<file path="config.mk">
export PLATFORM = sky130hd
export DESIGN_NAME = odsel_top
export DESIGN_NICKNAME = d
export VERILOG_FILES = /design/src/rtl/odsel_pkg.sv /design/src/rtl/odsel_line_tap.sv /design/src/rtl/odsel_sort4.sv /design/src/rtl/odsel_pick.sv /design/src/rtl/odsel_top.sv
export SDC_FILE = /design/constraint.sdc
export NUM_CORES = 1
export LEC_CHECK = 0
export CORE_UTILIZATION = 40
export DETAILED_ROUTE_END_ITERATION = 16
export DONT_BUFFER_PORTS = 1
export RECOVER_POWER = 50
export SLEW_MARGIN = 20
export SYNTH_ARGS = -nofsm -noshare
export SYNTH_HDL_FRONTEND = slang
export SYNTH_SLANG_ARGS = --single-unit
</file>
<file path="constraint.sdc">
create_clock -name clk -period 6.32 [get_ports clk]
set_input_delay 1.264 -clock clk [delete_from_list [all_inputs] [get_ports clk]]
set_output_delay 1.264 -clock clk [all_outputs]
set_load 0.02 [all_outputs]
</file>
<file path="src/rtl/odsel_pkg.sv">
package odsel_pkg;

  localparam int WIN  = 5;
  localparam int RAD  = (WIN - 1) / 2;
  localparam int TAPS = 2 * RAD;
  localparam int NDIR = 4;
  localparam int NPIX = WIN * WIN;

  typedef enum logic [1:0] {
    DIR_ROW  = 2'd0,
    DIR_COL  = 2'd1,
    DIR_DIAG = 2'd2,
    DIR_ANTI = 2'd3
  } dir_e;

  // signed distance from the centre for tap idx (centre skipped)
  function automatic int tap_dist(input int idx);
    return (idx < RAD) ? (idx - RAD) : (idx - RAD + 1);
  endfunction

  // flat pixel index of tap idx on line dir
  function automatic int tap_index(input int dir, input int idx);
    int d;
    int ro;
    int co;
    d = tap_dist(idx);
    case (dir)
      0:       begin ro = 0; co = d;  end
      1:       begin ro = d; co = 0;  end
      2:       begin ro = d; co = d;  end
      default: begin ro = d; co = -d; end
    endcase
    return (RAD + ro) * WIN + (RAD + co);
  endfunction

endpackage

</file>
<file path="src/rtl/odsel_line_tap.sv">
module odsel_line_tap
  import odsel_pkg::*;
#(
  parameter int PIX_W = 8,
  parameter int DIR   = 0
) (
  input  logic [NPIX*PIX_W-1:0]        win_pix,
  output logic [TAPS-1:0][PIX_W-1:0]   taps
);

  for (genvar t = 0; t < TAPS; t++) begin : g_tap
    localparam int POS = tap_index(DIR, t);
    assign taps[t] = win_pix[POS*PIX_W +: PIX_W];
  end

endmodule

</file>
<file path="src/rtl/odsel_sort4.sv">
module odsel_sort4 #(
  parameter int W = 8
) (
  input  logic               clk,
  input  logic               rst_n,
  input  logic               in_valid,
  input  logic [3:0][W-1:0]  in_vals,
  output logic               out_valid,
  output logic [W-1:0]       out_lo,
  output logic [W-1:0]       out_hi,
  output logic [W-1:0]       out_span
);

  function automatic logic [W-1:0] lesser(input logic [W-1:0] a, input logic [W-1:0] b);
    return (b < a) ? b : a;
  endfunction

  function automatic logic [W-1:0] greater(input logic [W-1:0] a, input logic [W-1:0] b);
    return (b < a) ? a : b;
  endfunction

  function automatic logic [W-1:0] gap(input logic [W-1:0] lo, input logic [W-1:0] hi);
    return hi - lo;
  endfunction

  logic [3:0][W-1:0] s1_q;
  logic [3:0][W-1:0] s2_q;
  logic              v1_q;
  logic              v2_q;
  logic [W-1:0]      mid_lo;
  logic [W-1:0]      mid_hi;

  // layer 3: only the two inner values survive; ends are dropped
  assign mid_lo = lesser(s2_q[1], s2_q[2]);
  assign mid_hi = greater(s2_q[1], s2_q[2]);

  always_ff @(posedge clk or negedge rst_n) begin
    if (!rst_n) begin
      s1_q      <= '0;
      s2_q      <= '0;
      v1_q      <= 1'b0;
      v2_q      <= 1'b0;
      out_valid <= 1'b0;
      out_lo    <= '0;
      out_hi    <= '0;
      out_span  <= '0;
    end else begin
      // layer 1: pairwise order
      v1_q    <= in_valid;
      s1_q[0] <= lesser(in_vals[0], in_vals[1]);
      s1_q[1] <= greater(in_vals[0], in_vals[1]);
      s1_q[2] <= lesser(in_vals[2], in_vals[3]);
      s1_q[3] <= greater(in_vals[2], in_vals[3]);
      // layer 2: global min/max to the ends
      v2_q    <= v1_q;
      s2_q[0] <= lesser(s1_q[0], s1_q[2]);
      s2_q[1] <= greater(s1_q[0], s1_q[2]);
      s2_q[2] <= lesser(s1_q[1], s1_q[3]);
      s2_q[3] <= greater(s1_q[1], s1_q[3]);
      // layer 3 result plus spread
      out_valid <= v2_q;
      out_lo    <= mid_lo;
      out_hi    <= mid_hi;
      out_span  <= gap(mid_lo, mid_hi);
    end
  end

endmodule

</file>
<file path="src/rtl/odsel_pick.sv">
module odsel_pick
  import odsel_pkg::*;
#(
  parameter int W = 8
) (
  input  logic                   clk,
  input  logic                   rst_n,
  input  logic                   in_valid,
  input  logic [NDIR-1:0][W-1:0] in_lo,
  input  logic [NDIR-1:0][W-1:0] in_hi,
  input  logic [NDIR-1:0][W-1:0] in_span,
  output logic [1:0]             out_dir,
  output logic [W-1:0]           out_lo,
  output logic [W-1:0]           out_hi,
  output logic                   out_valid
);

  logic [1:0]   win_dir;
  logic [W-1:0] win_span;

  // strict compare keeps the earliest (lowest) code on equal spread
  always_comb begin
    win_dir  = 2'd0;
    win_span = in_span[0];
    for (int k = 1; k < NDIR; k++) begin
      if (in_span[k] < win_span) begin
        win_dir  = 2'(k);
        win_span = in_span[k];
      end
    end
  end

  always_ff @(posedge clk or negedge rst_n) begin
    if (!rst_n) begin
      out_dir   <= '0;
      out_lo    <= '0;
      out_hi    <= '0;
      out_valid <= 1'b0;
    end else begin
      out_valid <= in_valid;
      out_dir   <= win_dir;
      out_lo    <= in_lo[win_dir];
      out_hi    <= in_hi[win_dir];
    end
  end

endmodule

</file>
<file path="src/rtl/odsel_top.sv">
module odsel_top
  import odsel_pkg::*;
#(
  parameter int PIX_W = 8
) (
  input  logic                  clk,
  input  logic                  rst_n,
  input  logic                  win_valid,
  input  logic [NPIX*PIX_W-1:0] win_pix,
  output logic [1:0]            best_dir,
  output logic [PIX_W-1:0]      best_lo,
  output logic [PIX_W-1:0]      best_hi,
  output logic                  best_valid
);

  logic [NDIR-1:0]                 dir_valid;
  logic [NDIR-1:0][PIX_W-1:0]      dir_lo;
  logic [NDIR-1:0][PIX_W-1:0]      dir_hi;

  // named internal events for the checker
  logic                            mid_valid;
  logic [NDIR-1:0][PIX_W-1:0]      mid_span;

  for (genvar d = 0; d < NDIR; d++) begin : g_dir
    logic [TAPS-1:0][PIX_W-1:0] line_px;

    odsel_line_tap #(.PIX_W(PIX_W), .DIR(d)) u_tap (
      .win_pix (win_pix),
      .taps    (line_px)
    );

    odsel_sort4 #(.W(PIX_W)) u_sort (
      .clk       (clk),
      .rst_n     (rst_n),
      .in_valid  (win_valid),
      .in_vals   (line_px),
      .out_valid (dir_valid[d]),
      .out_lo    (dir_lo[d]),
      .out_hi    (dir_hi[d]),
      .out_span  (mid_span[d])
    );
  end

  assign mid_valid = dir_valid[0];

  odsel_pick #(.W(PIX_W)) u_pick (
    .clk       (clk),
    .rst_n     (rst_n),
    .in_valid  (mid_valid),
    .in_lo     (dir_lo),
    .in_hi     (dir_hi),
    .in_span   (mid_span),
    .out_dir   (best_dir),
    .out_lo    (best_lo),
    .out_hi    (best_hi),
    .out_valid (best_valid)
  );

endmodule

</file>
**After elaboration in Yosys (flattened, before gate mapping)**

Cells that the tools add are included.

- Output and inout port bits: 19
- Register bits: 310

- Multiplexer cells: 41
- Magnitude comparators: 24
- $add $sub $neg: 4

Operators by type and width:

| kind | number |
|---|---|
| 8-bit two-way mux | 36 |
| 8-bit < comparator | 23 |
| 8-bit binary-select mux with 2-bit select | 2 |
| 8-bit subtractor | 4 |
| 2-bit two-way mux | 2 |
| 2-bit by 3-bit < comparator with 1-bit output, second input constant | 1 |
| 1-bit two-way mux | 1 |

**Longest topological paths before layout**

- Word-level depth: 8
- Depth in mapped cells: 27
- Depth with buffers taken out: 23

**Hierarchy**

From an unflattened synthesis, not the netlist that was laid out.

- Cell total of the unflattened synthesis: 1615
- Area total of the unflattened synthesis: 18024.8 um^2

By module, submodules not included:

| module | area each (um^2) | times used | cells an instance |
|---|---|---|---|
| odsel_sort4 | 3798.6 | 4 | 328 |
| odsel_pick | 1869.3 | 1 | 175 |
| odsel_line_tap | 240.2 | 4 | 32 |

**Least setup slack after synthesis**

Ideal clock, no wire load.

- Path kind: register -> register
- Start: reg g_dir[1].u_sort.out_span[2]
- End: reg u_pick.out_hi[6]
- Setup slack: 1.151 ns
- Arrival: 5.045 ns
- Stages on the path, launching flop included: 26
- Clock period less this slack: 5.169 ns
- Data required time: 6.195 ns
- Path through: dfrtp_1 ha_1 a21o_1 a31oi_1 o211ai_1 a21oi_1 buf_2 nor2_1 a21oi_1 ha_1 a21o_1 a21o_1 a211o_1 o21ba_2 o31a_1 buf_2 clkbuf_1 o21ai_0 ha_1 o211ai_1 nor2_1 o21a_1 nor3_1 nand4_4 buf_2 mux2_2

- Word-level cells in the longest chain between the ends: 8
- Elaborated cells on any way between the ends: 10
- Those cells by class: order compare: 3; mux: 7

RTL lines:

| element | RTL line | source |
|---|---|---|
| start: declaration | odsel_sort4.sv:11 | `output logic [W-1:0] out_span` |
| start signal: assignment | odsel_sort4.sv:64 | `out_span <= gap(mid_lo, mid_hi);` |
| 8-bit < comparator | odsel_pick.sv:26 | `if (in_span[k] < win_span) begin` |
| 8-bit two-way mux | odsel_pick.sv:26 |  |
| 8-bit < comparator | odsel_pick.sv:26 |  |
| 8-bit two-way mux | odsel_pick.sv:26 |  |
| 8-bit < comparator | odsel_pick.sv:26 |  |
| 2-bit two-way mux (*) | odsel_pick.sv:26 |  |
| 8-bit binary-select mux with 2-bit select (*) | odsel_pick.sv:43 | `out_hi <= in_hi[win_dir];` |
| 8-bit two-way mux (implied by the code) (*) | odsel_pick.sv:43 |  |
| end signal: assignment | odsel_pick.sv:43 |  |
| end: declaration | odsel_pick.sv:14 | `output logic [W-1:0] out_hi,` |

Mark *: on every way between the ends. The rest lies on a longest branch, timed or not. The select of a mux whose other input is x is not followed.

**Worst setup path after layout**

- Start: reg g_dir[1].u_sort.out_span[5]
- End: reg u_pick.out_lo[1]

- Word-level cells in the longest chain between the ends: 8
- Elaborated cells on any way between the ends: 10
- Those cells by class: order compare: 3; mux: 7

RTL lines:

| element | RTL line | source |
|---|---|---|
| 8-bit < comparator | odsel_pick.sv:26 |  |
| 8-bit two-way mux | odsel_pick.sv:26 |  |
| 8-bit < comparator | odsel_pick.sv:26 |  |
| 8-bit two-way mux | odsel_pick.sv:26 |  |
| 8-bit < comparator | odsel_pick.sv:26 |  |
| 2-bit two-way mux (*) | odsel_pick.sv:26 |  |
| 8-bit binary-select mux with 2-bit select (*) | odsel_pick.sv:42 | `out_lo <= in_lo[win_dir];` |
| 8-bit two-way mux (implied by the code) (*) | odsel_pick.sv:42 |  |
| end signal: assignment | odsel_pick.sv:42 |  |
| end: declaration | odsel_pick.sv:13 | `output logic [W-1:0] out_lo,` |

Marks and branches as above.

==> impl_metrics.csv <==
group,metric,value,unit
yosys,ys_types,73,
hold_path,worstHoldEndpoint,"g_dir[0].u_sort.v2_q",
detailed_routing,drtPass1Iterations,5,
finish,num-fill-cells,3819,
clocking,postCtsSetupBuffers,0,
detailed_routing,vias,10900,
floorplan,core_area,41300,sq um
timing,slew-limit-headroom,34.1,%
yosys,yosysTopAreaCellShare,45.9,%
timing,hold_viol_final,0,
setup_path,cp.arrival,6.19,ns
power_and_ir_drop,clkPwrFrac,20.8,%
global_route,grt_pass1_wl,56.1,mm
setup_path,crit_path_start_kind,"flip-flop",
placement,hpwl,25.7,mm
setup_path,cp_top_family,"compound AO/OA/AOI/OAI gates",
yosys,async_flop_share,100,%
clocking,cts_tree,"yes",
setup_path,crit_path_top_delay_cell,"o31a_1",
floorplan,io_pins,222,
global_route,grt_pass1_vias,11300,
detailed_routing,drc,0,
yosys,synth.area.top_cells,"dfrtp_1, mux2_2, ha_1",
yosys,synth_flop_cell,"dfrtp_1",
floorplan,die_area,43100,sq um
detailed_routing,vias_per_cell,5.19,
yosys,postSynthCellCount,1518,
detailed_routing,ant_nets,0,
clocking,cts_buffers,37,
power_and_ir_drop,netSwitchingFraction,39.2,%
flow_run,drv_cap,0,
timing,max_freq,172,MHz
yosys,synth_nets,1890,
power_and_ir_drop,p_switching,0.00388,W
clocking,cts_resized,0,
timing,post-route-period-util,91.8,%
hold_path,worstHoldStart,"g_dir[0].u_sort.v1_q",
timing,rsz0062_at_grt,"false",
global_route,track_usage,16.2,%
yosys,synthSimpleGateAreaFrac,8.32,%
global_route,grt_max_degree,311,
power_and_ir_drop,seq_power_share,30.8,%
floorplan,fp.dieW,208,microns
yosys,synth_top_area_cell,"dfrtp_1",
hold_path,hold_depth,0,
yosys,synth_most_common_cell,"dfrtp_1",
setup_path,crit_chain,"ha_1 -> and4_1 -> a21oi_1 -> o211ai_1 -> a21oi_2 -> buf_4 -> a21oi_1 -> ha_1 -> nand4_1 -> a21oi_1 -> a211oi_1 -> o21ba_2 -> o31a_1 -> o21ai_0 -> ha_1 -> o211ai_1 -> nor2_1 -> o21a_1 -> nor3_1 -> nand4_4 -> mux2_2",
finish,multiInputGateArea,8340,sq um
finish,layout-drive-gt1-share,21.5,%
clocking,clk_path_buf_depth,3,
timing,period_needed,5.80,ns
finish,seq_area,7760,sq um
timing,hold_slack,0.350,ns
global_route,grt_overflow,0,
setup_path,endpoint_kind,"flip-flop",
floorplan,initial_utilization,41.0,%
global_route,antenna_found_initial,0,
run_status,outcome,"complete, no violations",
clocking,path_clk_slew,0.06,ns
clocking,ctsHtreeMaxLevel,2,
timing,finalSetupViolCount,0,
clocking,insertion_delay,0.51,ns
hold_path,min-delay-path-class,"flip-flop to flip-flop",
detailed_routing,routed_wl,34.2,mm
global_route,met1_usage,20.9,%
yosys,yosys.area_share.adder,12.5,%
global_route,grt_use_met2,27.5,%
setup_path,crit_path_max_fanout,21,
timing,finClkSkew,0.0101,ns
finish,nNetsFinal,1907,
power_and_ir_drop,p_leak,8.85,nW
floorplan,fp-row-count,74,
yosys,synth_top_family_by_area,"multiplexers",
yosys,synth-seq-cells,310,
power_and_ir_drop,pwr-share-comb,48.4,%
setup_path,timing.rr.end,"u_pick.out_lo[1]",
setup_path,required,6.71,ns
yosys,yosys_warnings,0,
finish,num_antenna_cells,0,
detailed_routing,drtIter0Drc,350,
detailed_routing,wl_per_cell,16.4,microns
global_route,grt.met3_usage,2.89,%
yosys,syn_avg_cell_area,11.1,sq um
clocking,ctsHoldBuffers,0,
timing,setup_tns,0,ns
global_route,grt_busiest_layer,"met2",
setup_path,reg2reg_setup_slack,0.52,ns
yosys,synthTopCellsByCount,"dfrtp_1, mux2_2, ha_1",
yosys,synth-compound-area-share,12.3,%
yosys,synthMuxAreaShare,15.4,%
timing,final-max-slew-violation-count,0,
setup_path,max_stage_delay,0.56,ns
power_and_ir_drop,peakVddDrop,0.304,mV
clocking,clock-root-buffer,"clkbuf_16",
setup_path,worst-setup-path-type,"flip-flop to flip-flop",
power_and_ir_drop,pwr_density_cell,530,nW/um^2
setup_path,r2r-start,"g_dir[1].u_sort.out_span[5]",
placement,io_buffers,0,
placement,gp_congestion,0.846,
power_and_ir_drop,p_int,0.00603,W
setup_path,cp_num_buf_inv,1,
setup_path,r2r_cells,21,
yosys,synth_xor_area_share,0.777,%
finish,area_growth,10.6,%
clocking,clkSinkCount,310,
yosys,ys_seq_area_share,45.9,%
floorplan,dieHeight,208,microns
timing,tightest_slew,0.986,ns
yosys,synth_area,16900,sq um
yosys,synth_edf_count,0,
==> cell type report <==
class                   count  area share [%]
repair buffers             14           0.562
flip-flops and latches    310            41.5
multi-input cells        1004            44.6
inverters                 168            3.37
clock inverters             8           0.509
well taps                 532            3.56
clock buffers              54            5.88
==> sequential cells by signal (all words and copies together) (netlist names), 2 cells and up <==
name	count
g_dir.u_sort.out_hi	32
u_pick.out_lo	8
g_dir.u_sort.s1_q	128
u_pick.out_hi	8
g_dir.u_sort.out_span	32
g_dir.u_sort.s2_q	64
u_pick.out_dir	2
g_dir.u_sort.out_lo	32
==> power by group through the flow <==
stage / Combinational [W] / Sequential (W) / Clock [W]
finish: 0.00480 / 0.00305 / 0.00206
global route: 0.00538 / 0.00311 / 0.00221
CTS: 0.00482 / 0.00306 / 0.00213
detailed placement: 0.00477 / 0.00309 / 0
global placement: 0.00468 / 0.00308 / 0
floorplan: 0.00381 / 0.00293 / 0
==> how the worst max path moves through the flow <==
stage                                 from                to  cells past startpoint
6_report       g_dir[1].u_sort.out_span[5]  u_pick.out_lo[1]                     21
5_1_grt        g_dir[0].u_sort.out_span[5]  u_pick.out_lo[1]                     22
4_1_cts        g_dir[0].u_sort.out_span[6]  u_pick.out_lo[1]                     22
3_5_place_dp   g_dir[1].u_sort.out_span[5]  u_pick.out_lo[1]                     21
3_3_place_gp   g_dir[1].u_sort.out_span[5]  u_pick.out_lo[1]                     21
2_1_floorplan  g_dir[1].u_sort.out_span[2]  u_pick.out_hi[6]                     25
==> layer usage <==
layer  routed length, microns  vias to the layer above
met4                      890                        0
met1                    15300                     5243
li1                         -                     5355
met2                    16600                      196
met3                     1420                       58
met5                        0                        -
==> cells in the final DEF (no fill, tap or decap), types with 5 or more instances in the layout <==
| master | n |
|---|---|
| nand4_1 | 5 |
| buf_4 | 14 |
| clkbuf_8 | 11 |
| o21ai_1 | 10 |
| nor4_1 | 14 |
| a21oi_1 | 80 |
| o21ai_0 | 93 |
| nor3_1 | 30 |
| nand3_1 | 8 |
| a211oi_2 | 6 |
| nor2b_1 | 23 |
| or2_2 | 17 |
| o21a_1 | 10 |
| inv_1 | 168 |
| clkbuf_16 | 37 |
| xnor2_1 | 11 |
| dfrtp_1 | 310 |
| a211o_1 | 6 |
| nand2b_1 | 24 |
| clkbuf_1 | 6 |
| nor2_1 | 53 |
| mux2i_1 | 19 |
| ha_1 | 169 |
| o211ai_1 | 9 |
| a211oi_1 | 7 |
| nand2_1 | 71 |
| mux2_2 | 214 |
| a21o_1 | 39 |
==> logic make-up (layout without fill, tap and decap cells) <==
group / Yosys count / after routing
simple gates: 272 / 272
fa+ha+maj: 169 / 169
flops: 310 / 310
compound gates: 315 / 315
xor+xnor: 15 / 15
mux: 233 / 233
buf+inv: 204 / 244
==> stage by stage <==
stage	utilization, %	area, sq um	instances	setup slack [ns]	power (W)
global placement	42.4	17500	2028	0.636	0.00776
global route	45.3	18700	2090	0.0444	0.0107
finish	45.3	18700	2090	0.519	0.00991
CTS	45.3	18700	2090	0.550	0.0100
floorplan	-	16900	1518	1.15	0.00673
detailed placement	42.4	17500	2028	0.590	0.00787
(Power assumes the default switching activity.)
